<file path="src/rtl/vcap_pkg.sv">
package vcap_pkg;
    typedef enum logic [1:0] {
        ST_IDLE,
        ST_ARMED,
        ST_CAP_A,
        ST_CAP_B
    } cap_state_e;

    // register addresses
    localparam logic [1:0] A_MODE = 2'd0;
    localparam logic [1:0] A_CTRL = 2'd1;
    localparam logic [1:0] A_STAT = 2'd2;

    // mode register bits
    localparam int M_START  = 0;
    localparam int M_SINGLE = 1;
    localparam int M_FIELD  = 2;
    localparam int M_ODD    = 3;
    localparam int M_HSPOL  = 4;
    localparam int M_VSPOL  = 5;
    localparam int M_PROG   = 6;

    // control register bits
    localparam int C_IRQ_EVEN = 0;
    localparam int C_IRQ_ODD  = 1;
    localparam int C_EXT      = 2;
    localparam int C_INV      = 3;
endpackage

</file>
<file path="src/rtl/vcap_edge.sv">
module vcap_edge (
    input  logic clk,
    input  logic rst_n,
    input  logic raw,
    input  logic pol_high,
    output logic lvl,
    output logic lead
);
    logic prev_q;

    assign lvl  = raw ~^ pol_high;
    assign lead = lvl & ~prev_q;

    always_ff @(posedge clk or negedge rst_n) begin
        if (!rst_n) prev_q <= 1'b0;
        else        prev_q <= lvl;
    end
endmodule

</file>
<file path="src/rtl/vcap_field.sv">
module vcap_field #(
    parameter int PIX_W = 12
) (
    input  logic clk,
    input  logic rst_n,
    input  logic hs_lead,
    input  logic vs_lead,
    input  logic progressive,
    input  logic ext_sel,
    input  logic invert,
    input  logic ext_field,
    output logic field_q,
    output logic field_nxt
);
    logic [PIX_W-1:0] pix_cnt;
    logic [PIX_W-1:0] line_len;
    logic             field_int;
    logic             field_src;

    always_comb begin
        field_int = (pix_cnt >= (line_len >> 1));
        field_src = ext_sel ? ext_field : field_int;
        field_nxt = progressive ? 1'b0 : (field_src ^ invert);
    end

    always_ff @(posedge clk or negedge rst_n) begin
        if (!rst_n) begin
            pix_cnt  <= '0;
            line_len <= '0;
            field_q  <= 1'b0;
        end else begin
            if (hs_lead) begin
                pix_cnt  <= '0;
                line_len <= pix_cnt + 1'b1;
            end else if (pix_cnt != '1) begin
                pix_cnt <= pix_cnt + 1'b1;
            end
            if (vs_lead) field_q <= field_nxt;
        end
    end
endmodule

</file>
<file path="src/rtl/vcap_fsm.sv">
module vcap_fsm
    import vcap_pkg::*;
(
    input  logic clk,
    input  logic rst_n,
    input  logic vs_lead,
    input  logic field_nxt,
    input  logic start,
    input  logic single,
    input  logic field_only,
    input  logic want_odd,
    input  logic progressive,
    output logic cap_active,
    output logic done
);
    cap_state_e state_q, state_d;
    logic       field_pick;
    logic       one_field;

    assign field_pick = single & field_only & ~progressive;
    assign one_field  = field_pick | progressive;

    always_ff @(posedge clk or negedge rst_n) begin
        if (!rst_n) state_q <= ST_IDLE;
        else        state_q <= state_d;
    end

    always_comb begin
        state_d = state_q;
        unique case (state_q)
            ST_IDLE: begin
                if (start) state_d = ST_ARMED;
            end
            ST_ARMED: begin
                if (!start)
                    state_d = ST_IDLE;
                else if (vs_lead && (!field_pick || (field_nxt == want_odd)))
                    state_d = ST_CAP_A;
            end
            ST_CAP_A: begin
                if (vs_lead) begin
                    if (!start)        state_d = ST_IDLE;
                    else if (!single)  state_d = ST_CAP_A;
                    else if (one_field) state_d = ST_IDLE;
                    else               state_d = ST_CAP_B;
                end
            end
            ST_CAP_B: begin
                if (vs_lead) state_d = ST_IDLE;
            end
            default: state_d = ST_IDLE;
        endcase
    end

    always_comb begin
        cap_active = (state_q == ST_CAP_A) || (state_q == ST_CAP_B);
        done = vs_lead && start && single &&
               (((state_q == ST_CAP_A) && one_field) || (state_q == ST_CAP_B));
    end
endmodule

</file>
<file path="src/rtl/vcap_seq.sv">
module vcap_seq
    import vcap_pkg::*;
#(
    parameter int PIX_W = 12
) (
    input  logic       clk,
    input  logic       rst_n,
    input  logic       vid_hsync,
    input  logic       vid_vsync,
    input  logic       ext_field,
    input  logic       reg_wr,
    input  logic [1:0] reg_addr,
    input  logic [7:0] reg_wdata,
    output logic [7:0] reg_rdata,
    output logic       cap_active,
    output logic       field_odd,
    output logic       irq_even,
    output logic       irq_odd
);
    localparam int NSYNC = 2;

    logic [7:0]       mode_q;
    logic [7:0]       ctrl_q;
    logic [1:0]       pend_q;
    logic [1:0]       pend_set;
    logic [1:0]       pend_ack;
    logic [NSYNC-1:0] sync_raw, sync_pol, sync_lvl, sync_lead;
    logic             hs_lead, vs_lead, field_nxt, done;

    assign sync_raw = {vid_vsync, vid_hsync};
    assign sync_pol = {mode_q[M_VSPOL], mode_q[M_HSPOL]};

    for (genvar i = 0; i < NSYNC; i++) begin : g_sync
        vcap_edge u_edge (
            .clk      (clk),
            .rst_n    (rst_n),
            .raw      (sync_raw[i]),
            .pol_high (sync_pol[i]),
            .lvl      (sync_lvl[i]),
            .lead     (sync_lead[i])
        );
    end

    assign hs_lead = sync_lead[0];
    assign vs_lead = sync_lead[1];

    vcap_field #(.PIX_W(PIX_W)) u_field (
        .clk         (clk),
        .rst_n       (rst_n),
        .hs_lead     (hs_lead),
        .vs_lead     (vs_lead),
        .progressive (mode_q[M_PROG]),
        .ext_sel     (ctrl_q[C_EXT]),
        .invert      (ctrl_q[C_INV]),
        .ext_field   (ext_field),
        .field_q     (field_odd),
        .field_nxt   (field_nxt)
    );

    vcap_fsm u_fsm (
        .clk         (clk),
        .rst_n       (rst_n),
        .vs_lead     (vs_lead),
        .field_nxt   (field_nxt),
        .start       (mode_q[M_START]),
        .single      (mode_q[M_SINGLE]),
        .field_only  (mode_q[M_FIELD]),
        .want_odd    (mode_q[M_ODD]),
        .progressive (mode_q[M_PROG]),
        .cap_active  (cap_active),
        .done        (done)
    );

    assign pend_set[0] = vs_lead & ~field_nxt & ctrl_q[C_IRQ_EVEN];
    assign pend_set[1] = vs_lead &  field_nxt & ctrl_q[C_IRQ_ODD];
    assign pend_ack    = (reg_wr && reg_addr == A_STAT) ? reg_wdata[1:0] : 2'b00;

    always_ff @(posedge clk or negedge rst_n) begin
        if (!rst_n) begin
            mode_q <= '0;
            ctrl_q <= '0;
            pend_q <= '0;
        end else begin
            if (reg_wr && reg_addr == A_MODE) mode_q <= reg_wdata;
            else if (done)                    mode_q[M_START] <= 1'b0;
            if (reg_wr && reg_addr == A_CTRL) ctrl_q <= reg_wdata;
            pend_q <= (pend_q & ~pend_ack) | pend_set;
        end
    end

    always_comb begin
        case (reg_addr)
            A_MODE:  reg_rdata = mode_q;
            A_CTRL:  reg_rdata = ctrl_q;
            A_STAT:  reg_rdata = {3'b000, sync_lvl[0], sync_lvl[1], field_odd, pend_q};
            default: reg_rdata = 8'h00;
        endcase
    end

    assign irq_even = pend_q[0];
    assign irq_odd  = pend_q[1];
endmodule

</file>
<file path="config.mk">
export PLATFORM = sky130hd
export DESIGN_NAME = vcap_seq
export DESIGN_NICKNAME = d
export VERILOG_FILES = /design/src/rtl/vcap_pkg.sv /design/src/rtl/vcap_edge.sv /design/src/rtl/vcap_field.sv /design/src/rtl/vcap_fsm.sv /design/src/rtl/vcap_seq.sv
export SDC_FILE = /design/constraint.sdc
export NUM_CORES = 1
export LEC_CHECK = 0
export BUFFER_PORTS_ARGS = -buffer_cell sky130_fd_sc_hd__buf_4
export CAP_MARGIN = 30
export CORE_MARGIN = 4
export CORE_UTILIZATION = 25
export CTS_CLUSTER_DIAMETER = 40
export DETAILED_ROUTE_END_ITERATION = 10
export PLACE_DENSITY_LB_ADDON = 0.08
export SLEW_MARGIN = 20
export SYNTH_ARGS = -nofsm -noshare
export SYNTH_HDL_FRONTEND = slang
export SYNTH_SLANG_ARGS = --single-unit
</file>
<file path="constraint.sdc">
create_clock -name clk -period 1.8 [get_ports clk]
set_input_delay 0 -clock clk [delete_from_list [all_inputs] [get_ports clk]]
set_output_delay 0 -clock clk [all_outputs]
set_load 0.02 [all_outputs]
</file>
## After elaboration in Yosys (flattened, before gate mapping)

Cells that the tools add are included.

| word-level totals | value |
|---|---|
| register bits | 47 |
| bits in latches | 0 |
| bits in writable memories | 0 |
| bits in read-only memories | 0 |
| input port bits | 16 |
| output and inout port bits | 12 |
| word-level logic and storage cells | 76 |
| memories | 0 |

| cells by class | value |
|---|---|
| add/sub/neg operators | 1 |
| $mul | 0 |
| div/mod/pow operators | 0 |
| order comparisons | 1 |
| eq/ne operators | 11 |
| shift-type cells | 0 |
| multiplexer cells | 17 |
| bitwise gates (word level) | 19 |
| reduce and logical (&&, ||, !) cells | 17 |

Operator list:

| operator | count |
|---|---|
| 2-to-1 mux 12 bit | 2 |
| one-hot mux 8 bit (3 select lines) | 1 |
| 2-to-1 mux 2 bit | 9 |
| adder 12 x 1 -> 12 bit (second input constant) | 1 |
| >= comparator 12 x 11 -> 1 bit | 1 |
| inequality test 12 bit (second input constant) | 1 |
| bitwise AND 1 bit | 8 |
| logical AND 1 bit | 8 |
| one-hot mux 2 bit (4 select lines) | 1 |
| == test 2 bit (second input constant) | 3 |
| == test 2 x 1 -> 1 bit (second input constant) | 2 |
| zero test 2 bit | 2 |
| 2-to-1 mux 1 bit | 4 |
| inequality test 2 x 1 -> 1 bit (second input constant) | 2 |
| NOT 1 bit | 4 |
| AND reduction 4 bit | 1 |
| nonzero test 2 bit | 2 |
| logical OR 1 bit | 3 |
| inequality test 3 x 2 -> 1 bit (second input constant) | 1 |
| bitwise AND 2 bit | 1 |
| inequality test 2 bit (second input constant) | 1 |
| NOT 2 bit | 1 |
| OR 2 bit | 1 |
| XNOR 1 bit | 2 |
| other kinds (4) | 4 |

## Longest topological paths before layout

Gate-level depths: netlist of the first run.

| logic depth | value |
|---|---|
| word-level depth | 10 |
| mapped depth | 8 |
| mapped depth without buffers | 8 |

## Hierarchy

A second synthesis of the first run with hierarchy kept.

| unflattened totals | value |
|---|---|
| cells, all modules | 228 |
| area, all modules | 2,447.3 um2 |

Modules (own cells, without submodules):

| module | times used | cells an instance | area each (um2) | sequential area each (um2) |
|---|---|---|---|---|
| vcap_field | 1 | 143 | 1,346.3 | 600.6 |
| vcap_seq | 1 | 61 | 859.6 | 450.4 |
| vcap_fsm | 1 | 18 | 156.4 | 50.0 |
| vcap_edge | 2 | 3 | 42.5 | 25.0 |

## Worst setup path after synthesis of the first run

No wires, ideal clock.

| timing path | value |
|---|---|
| kind | reg2reg |
| start | register u_field.pix_cnt[9] |
| end | register u_fsm.state_q[1] |
| library setup time | 69 ps |
| arrival time | 1,829 ps |
| required time | 1,731 ps |
| path slack | -98 ps |
| cell stages (with the launch flop) | 8 |
| path buffers | 0 |
| period minus slack after synthesis | 1,898 ps |
| cells stage by stage | dfrtp_1 -> ha_1 -> nand3b_4 -> o211a_1 -> nor3_4 -> a22oi_2 -> a2111oi_2 -> nand3b_1 |

| between the ends | value |
|---|---|
| cells in the longest elaborated chain, start to end | 9 |

Ends and longest elaborated chain:

| item | line | source |
|---|---|---|
| from (decl) | vcap_field.sv:15 | `logic [PIX_W-1:0] pix_cnt;` |
| from (signal assigned) | vcap_field.sv:36 | `pix_cnt <= pix_cnt + 1'b1;` |
| >= comparator 12 x 11 -> 1 bit | vcap_field.sv:21 | `field_int = (pix_cnt >= (line_len >> 1));` |
| 2-to-1 mux 1 bit | vcap_field.sv:22 | `field_src = ext_sel ? ext_field : field_int;` |
| bitwise XOR 1 bit | vcap_field.sv:23 | `field_nxt = progressive ? 1'b0 : (field_src ^ invert);` |
| 2-to-1 mux 1 bit | vcap_field.sv:23 |  |
| == test 1 bit | vcap_fsm.sv:37 | `else if (vs_lead && (!field_pick \|\| (field_nxt == want_odd)))` |
| logical OR 1 bit | vcap_fsm.sv:37 |  |
| logical AND 1 bit | vcap_fsm.sv:37 |  |
| inequality test 3 x 2 -> 1 bit (no source line) | n/a |  |
| AND reduction 4 bit (no source line) | n/a |  |
| to (signal assigned) | vcap_fsm.sv:25 | `else state_q <= state_d;` |
| to (decl) | vcap_fsm.sv:16 | `cap_state_e state_q, state_d;` |

No other way between the ends.
A chain may end at the register's enable or synchronous reset.

## Worst setup path in the final report of the first run

| timing path | value |
|---|---|
| start | register u_field.pix_cnt[2] |
| end | register u_fsm.state_q[1] |

The elaborated chain is that of the path after synthesis.

==> impl_metrics.json, run 1 <==
{
  "ys_async_sr_fraction_pct": 100,
  "fillers": 1026,
  "synth_ff_type": "dfrtp_1",
  "path_cells": "ha_4, a21o_1, a31oi_2, o21ai_2, a211o_1, a2111oi_2, nand3b_1",
  "cts_buffers": 5,
  "die_x_um": 109,
  "firstDrtPassIters": 4,
  "p_sw_share_pct": 36.6,
  "intPower_mw": 2.57,
  "clock.fmax_mhz": 512,
  "port_buffers": 27,
  "yosys.area_share.adder_pct": 5.90,
  "clkSinkCount": 46,
  "yosys.area_share.simple_pct": 17.2,
  "cp-start-kind": "register",
  "vias": 2026,
  "drtIter0Drc": 68,
  "antenna_found_initial": 0,
  "routed_wl_um": 6170,
  "gr-total-overflow": 0,
  "crit_family": "compound AO/OA/AOI/OAI gates",
  "p_leak_nw": 1.58,
  "finalSetupViolations": 5,
  "gp_congestion": 0.681,
  "drv_cap": 0,
  "synth_edf_count": 0,
  "outcome": "finished with violations",
  "cts_buffer_depth": 2,
  "power.share.clock_pct": 16.8,
  "drc_errors": 0,
  "crit_path_top_delay_cell": "dfrtp_1",
  "cp_slowest_stage_delay_ns": 0.43,
  "grt_max_degree": 47,
  "hold_viol": 0,
  "cts_root_buf": "clkbuf_8",
  "worst-path-buf-inv": 0,
  "syn_nets": 277,
  "via_per_inst": 4.46,
  "num_io_pins": 28,
  "netlist_area_sq_mm": 0.00254,
  "grt_pass1_vias": 2088,
  "reg2reg_to": "u_fsm.state_q[1]$_DFFE_PN0P_",
  "final_util_pct": 35.3,
  "critPathMaxFanout": 3,
  "dp_hpwl_um": 4470,
  "power_frac_seq_pct": 38.8,
  "synth_xor_area_share_pct": 4.13,
  "place_area_sq_mm": 0.00316,
  "final.min_clock_period_ns": 1.95,
  "clk_pin_slew_ns": 0.09,
  "fin_ws_ns": -0.154,
  "final-max-slew-violation-count": 0,
  "ys_ff_latch": 46,
  "synthDistinctLibCells": 47,
  "syn_inst": 249,
  "power_density_mw_per_mm2": 1170,
  "die_h_um": 109,
  "maxSlewHeadroom_pct": 58.5,
  "synth_top_family_by_area": "simple AND/OR/NAND/NOR gates",
  "finalNetCount": 348,
  "tightest_slew_ns": 0.623,
  "r2r_slack_ns": -0.15,
  "ir_drop_uv": 396,
  "muxShareOfSynthArea_pct": 10.2,
  "timing.final.crit_share_pct": 109,
  "hp-class": "input port to register",
  "cp.required_ns": 2.04,
  "cts_tree": "done",
  "r2r-start": "u_field.pix_cnt[2]$_DFFE_PN0P_",
  "setup-tns-final_ns": -0.491,
  "min_to": "pend_q[1]$_DFF_PN0_",
  "hold_start": "reg_wr",
  "antennaDiodeCount": 0,
  "clkLatencyLatePin_ns": 0.30,
  "wl_per_cell_um": 13.6,
  "yosys_warnings": 0,
  "clock_skew_ns": 0.00318,
  "rsz0062_at_grt": "yes",
  "p_sw_mw": 1.48,
  "worstSetupPathType": "register to register",
  "final_antenna_net_count": 0,
  "areaGrowthSynthToFinish_pct": 36.2,
  "violations": "setup timing",
  "synth-compound-area-share_pct": 13.4,
  "coreArea_sq_mm": 0.00982,
  "comb_power_share_pct": 44.4,
  "grt_pass1_wl_um": 10600,
  "start_util_pct": 25.9,
  "grt_use_total_pct": 11.4,
  "arrival_ns": 2.19,
  "die_area_sq_mm": 0.0119,
  "critPathCaptureType": "register",
  "fin_area_sq_mm": 0.00346,
  "rows": 36,
  "drive_above_1_share_pct": 35.8,
  "whs_path_depth": 4,
  "cts_max_level": 2,
  "rr_worst_depth": 7,
  "yosysSeqAreaShare_pct": 45.3,
  "avgSynthCellArea_sq_um": 10.2
}
[worst reg2reg max path, stage by stage, from the launching register on]
cell       delay [ns]
dfrtp_1          0.43
ha_4             0.26
a21o_1           0.16
a31oi_2          0.17
o21ai_2          0.10
a211o_1          0.34
a2111oi_2        0.29
nand3b_1         0.15
[cells by family (layout without fill, tap and decap cells)]
kind of cell | Yosys count | after routing
and+or+nand+nor | 76 | 76
AOI/OAI and AO/OA | 55 | 55
DFF | 46 | 46
muxes | 24 | 24
buffers and inverters | 24 | 96
adders and majority gates | 12 | 12
xor gates and xnor gates | 12 | 12
[flip-flops by register name, indices dropped and copies added, names as in the netlist]
name,cells
mode_q,8
g_sync.u_edge.prev_q,2
pend_q,2
ctrl_q,8
u_field.line_len,11
u_fsm.state_q,2
u_field.field_q,1
u_field.pix_cnt,12
[metal layers]
layer  routed length (um)  global-route usage (%)  part of all wire, %  vias to the layer above
li1                     -                       -                    -                     1026
met1                 3100                    16.4                   50                      974
met2                 2860                    17.3                   46                       20
met3                  137                    2.13                  2.2                        6
met4                   76                    3.52                  1.2                        0
met5                    0                       0                    0                        -
[worst max path at each step]
| stage | from | depth (start not counted) | slack, ns | to |
|---|---|---|---|---|
| finish | u_field.pix_cnt[2]$_DFFE_PN0P_ | 7 | -0.15 | u_fsm.state_q[1]$_DFFE_PN0P_ |
| global route | u_field.line_len[3]$_DFFE_PN0P_ | 8 | -0.29 | u_fsm.state_q[1]$_DFFE_PN0P_ |
| CTS | u_field.pix_cnt[9]$_DFFE_PN0P_ | 7 | -0.15 | pend_q[0]$_DFF_PN0_ |
| detailed placement | u_field.line_len[3]$_DFFE_PN0P_ | 8 | -0.24 | u_fsm.state_q[1]$_DFFE_PN0P_ |
| global placement | u_field.line_len[3]$_DFFE_PN0P_ | 8 | -0.18 | u_fsm.state_q[1]$_DFFE_PN0P_ |
| floorplan | u_field.pix_cnt[2]$_DFFE_PN0P_ | 7 | -0.08 | u_fsm.state_q[1]$_DFFE_PN0P_ |
[final cells by class]
class / count / area [sq um] / share of cell area [%]
multi-input combinational: 179 / 1410 / 40.7
tap: 133 / 166 / 4.80
timing repair buffer: 75 / 592 / 17.1
clock inverter: 2 / 12.5 / 0.361
sequential: 46 / 1150 / 33.2
clock buffer: 6 / 82.6 / 2.38
inverter: 13 / 48.8 / 1.41
[cell usage after synthesis (all sizes together) (7+ instances only)]
| cell type | instances | area (sq um) |
|---|---|---|
| clkbuf | 8 | 31.3 |
| ha | 12 | 150 |
| dfrtp | 46 | 1150 |
| o21ai | 22 | 110 |
| nand3b | 8 | 72.6 |
| nand2 | 14 | 52.6 |
| inv | 13 | 48.8 |
| a21oi | 16 | 80.1 |
| mux2 | 16 | 180 |
| nand3 | 10 | 50.1 |
| mux2i | 8 | 80.1 |
| nor2 | 17 | 63.8 |
| xor2 | 7 | 61.3 |
[cell usage in the layout, fill, tap and decap left out, types with 3 or more instances in the layout]
master	n
inv_1	10
ha_4	4
o21ai_0	9
a21oi_1	14
nand3_1	9
ha_1	8
xnor2_1	5
mux2i_1	8
buf_4	64
inv_2	3
mux2_2	16
nor2_1	17
dlygate4sd3_1	10
nand2_1	14
xor2_1	7
o21ai_2	3
nor3_1	3
nor2b_1	3
nand3b_1	7
clkbuf_8	6
o21ai_1	10
dfrtp_1	46
[power by group through the flow]
stage               registers, mW  logic [mW]  clock network, mW
global route                 1.61        2.04              0.756
finish                       1.57        1.80              0.679
floorplan                    1.57       0.991                  0
CTS                          1.57        1.80              0.736
detailed placement           1.58        1.63                  0
global placement             1.59        1.63                  0
[repair_timing]
item                       in CTS  in global routing
hold buffers                   10                  0
setup buffers                   4                  1
setup endpoints to repair       5                 11
pin swaps                      10                  2
gates resized for setup        12                  5
hold endpoints to repair       63                  0
[per-stage QoR]
stage / setup slack [ns] / hold slack (ns) / power, mW / cells
after floorplan: -0.0841 / -0.296 / 2.57 / 249
after global placement: -0.177 / 0.0760 / 3.21 / 431
after detailed placement: -0.235 / 0.0736 / 3.21 / 431
after CTS: -0.152 / 0.00519 / 4.11 / 453
after global routing: -0.293 / 0.0243 / 4.40 / 454
final: -0.154 / 0.0190 / 4.05 / 454
Note: power is estimated with default switching activity, not from simulation.
==> run 2, diff against run 1 <==
--- a/config.mk
+++ b/config.mk
@@ -15,4 +15,5 @@
 export SLEW_MARGIN = 20
 export SYNTH_ARGS = -nofsm -noshare
 export SYNTH_HDL_FRONTEND = slang
+export SYNTH_HIERARCHICAL = 1
 export SYNTH_SLANG_ARGS = --single-unit
==> impl_metrics.json, run 2 <==
{
  "synthDistinctLibCells": 39,
  "netlist_area_sq_mm": 0.00245,
  "grt_max_degree": 47,
  "cp.required_ns": 2.00,
  "fin_area_sq_mm": 0.00328,
  "fin_ws_ns": -0.715,
  "num_io_pins": 28,
  "yosys-top-cells-area": "dfrtp_1, mux2_2, ha_1",
  "gr-total-overflow": 0,
  "r2r-start": "u_field/pix_cnt[2]$_DFFE_PN0P_",
  "finalSetupViolations": 5,
  "whs_path_depth": 3,
  "dp_cells": 404,
  "cts_buffers": 5,
  "cp-start-kind": "register",
  "final_antenna_net_count": 0,
  "finalNetCount": 324,
  "drtIter0Drc": 40,
  "hold_viol": 0,
  "coreArea_sq_mm": 0.00937,
  "critPathMaxFanout": 2,
  "grt_use_total_pct": 10.7,
  "clkSinkCount": 46,
  "cts_max_level": 2,
  "syn_inst": 228,
  "largest_register_ffs": 12,
  "grt_pass1_wl_um": 9600,
  "vias": 1886,
  "clock_skew_ns": 0.0148,
  "clkLatencyLatePin_ns": 0.31,
  "timing.final.crit_share_pct": 140,
  "cts_buffer_depth": 2,
  "stdcell_count": 426,
  "syn_nets": 256,
  "clock.fmax_mhz": 398,
  "critPathCaptureType": "register",
  "critPathLaunch": "u_field/pix_cnt[2]$_DFFE_PN0P_",
  "yosys_warnings": 6,
  "grt_pass1_vias": 1948,
  "die_x_um": 107,
  "ir_drop_uv": 373,
  "arrival_ns": 2.72,
  "cts_tree": "done",
  "yosysSeqAreaShare_pct": 47.0,
  "synth_ff_type": "dfrtp_1",
  "place_area_sq_mm": 0.00298,
  "gp_congestion": 0.771,
  "rows": 35,
  "final-max-slew-violation-count": 0,
  "die_h_um": 107,
  "synth_edf_count": 0,
  "top_regs": "u_field/pix_cnt: 12 flops, u_field/line_len: 11 flops",
  "die_area_sq_mm": 0.0114,
  "yosysMostFrequentCell": "dfrtp_1",
  "clk_pin_slew_ns": 0.10,
  "worstSetupPathType": "register to register",
  "top_register": "u_field/pix_cnt",
  "rr_worst_depth": 10,
  "port_buffers": 27,
  "violations": "setup timing",
  "yosys.area.top_type": "dfrtp_1",
  "final_cell_mix": "buf_4, dfrtp_1, nor2_1, a21oi_1, mux2_2",
  "avgSynthCellArea_sq_um": 10.7,
  "routed_wl_um": 5750,
  "ys_async_sr_fraction_pct": 100,
  "hp-class": "input port to register",
  "antennaDiodeCount": 0,
  "place_worst_setup_slack_ns": -0.779,
  "maxSlewHeadroom_pct": 59.0,
  "outcome": "finished with violations",
  "tightest_slew_ns": 0.615,
  "final_common_cell": "buf_4",
  "drive_above_1_share_pct": 35.7,
  "finalPower_mw": 3.72,
  "drc_errors": 0,
  "ys_ff_latch": 46,
  "dp_hpwl_um": 4120,
  "p_leak_nw": 1.52,
  "power_density_mw_per_mm2": 1130,
  "wl_per_cell_um": 13.5,
  "synth_common_cells": "dfrtp_1, nor2_1, a21oi_1",
  "final_util_pct": 35.0,
  "rsz0062_at_grt": "yes",
  "areaGrowthSynthToFinish_pct": 34.0,
  "final.min_clock_period_ns": 2.51,
  "firstDrtPassIters": 4,
  "antenna_found_initial": 0,
  "hold_start": "reg_wr",
  "via_per_inst": 4.43,
  "start_util_pct": 26.1,
  "cts_root_buf": "clkbuf_8",
  "drv_cap": 0,
  "synth_top_area_share_pct": 47.0
}
-- run 2: cells by family after synthesis --
group           count (synthesis)  share of synthesized area, %
simple gates                   62                          14.2
flops                          46                          47.0
compound gates                 42                          11.5
mux                            26                          11.5
buf+inv                        25                          4.29
xor+xnor                       15                          5.37
fa+ha+maj                      12                          6.13
-- run 2: routing by layer --
metal / GRT usage (%) / routed length (um)
met1: 14.7 / 2920
met2: 16.5 / 2640
met3: 2.29 / 123
met4: 3.56 / 71
met5: 0 / 0
-- run 2: path summary, 6_finish.rpt --
path / endpoint / slack (ns)
max reg2reg: u_fsm/state_q[1]$_DFFE_PN0P_ / -0.71
min reg2reg: ctrl_q[6]$_DFFE_PN0P_ / 0.52
min in group asynchronous: u_field/line_len[9]$_DFFE_PN0P_ / 0.24
max: u_fsm/state_q[1]$_DFFE_PN0P_ / -0.71
min: pend_q[0]$_DFF_PN0_ / 0.06
max in group asynchronous: u_field/pix_cnt[1]$_DFFE_PN0P_ / 1.12
-- run 2: power by group --
part / total, mW / switching, mW / internal (mW)
logic: 1.52 / 0.735 / 0.787
clock network: 0.666 / 0.392 / 0.274
registers: 1.53 / 0.205 / 1.33
total: 3.72 / 1.33 / 2.39
-- run 2: critical path, cell delays in order, from the launching register on --
cell and delay [ns]:
dfrtp_1 0.39, ha_1 0.31, a21o_1 0.18, a31oi_1 0.15, o21ai_1 0.14, a32o_2 0.31
xnor2_2 0.19, nor2_2 0.06, xnor2_1 0.13, o311a_1 0.36, a22o_1 0.21
-- run 2: repair_timing --
item,CTS,global route
pin swaps,4,7
hold endpoints to repair,64,0
hold buffers,11,0
gates resized for setup,7,10
endpoints found under the setup margin,5,9
setup buffers,2,3
-- run 2: layout make-up --
class                   instances  area [sq um]
well taps                     129           161
repair buffers                 70           553
flip-flops and latches         46          1150
inverters                      16          60.1
clock buffers                   5          68.8
clock inverters                 3          21.3
fillers                       984          6090
multi-input cells             157          1260
-- run 2: stage by stage --
step | TNS, ns | hold WS [ns]
2_1_floorplan | -1.85 | -0.296
3_3_place_gp | -2.58 | 0.0816
3_5_place_dp | -2.69 | 0.0721
4_1_cts | -2.48 | 0.0539
5_1_grt | -2.85 | 0.0559
6_report | -2.27 | 0.0586
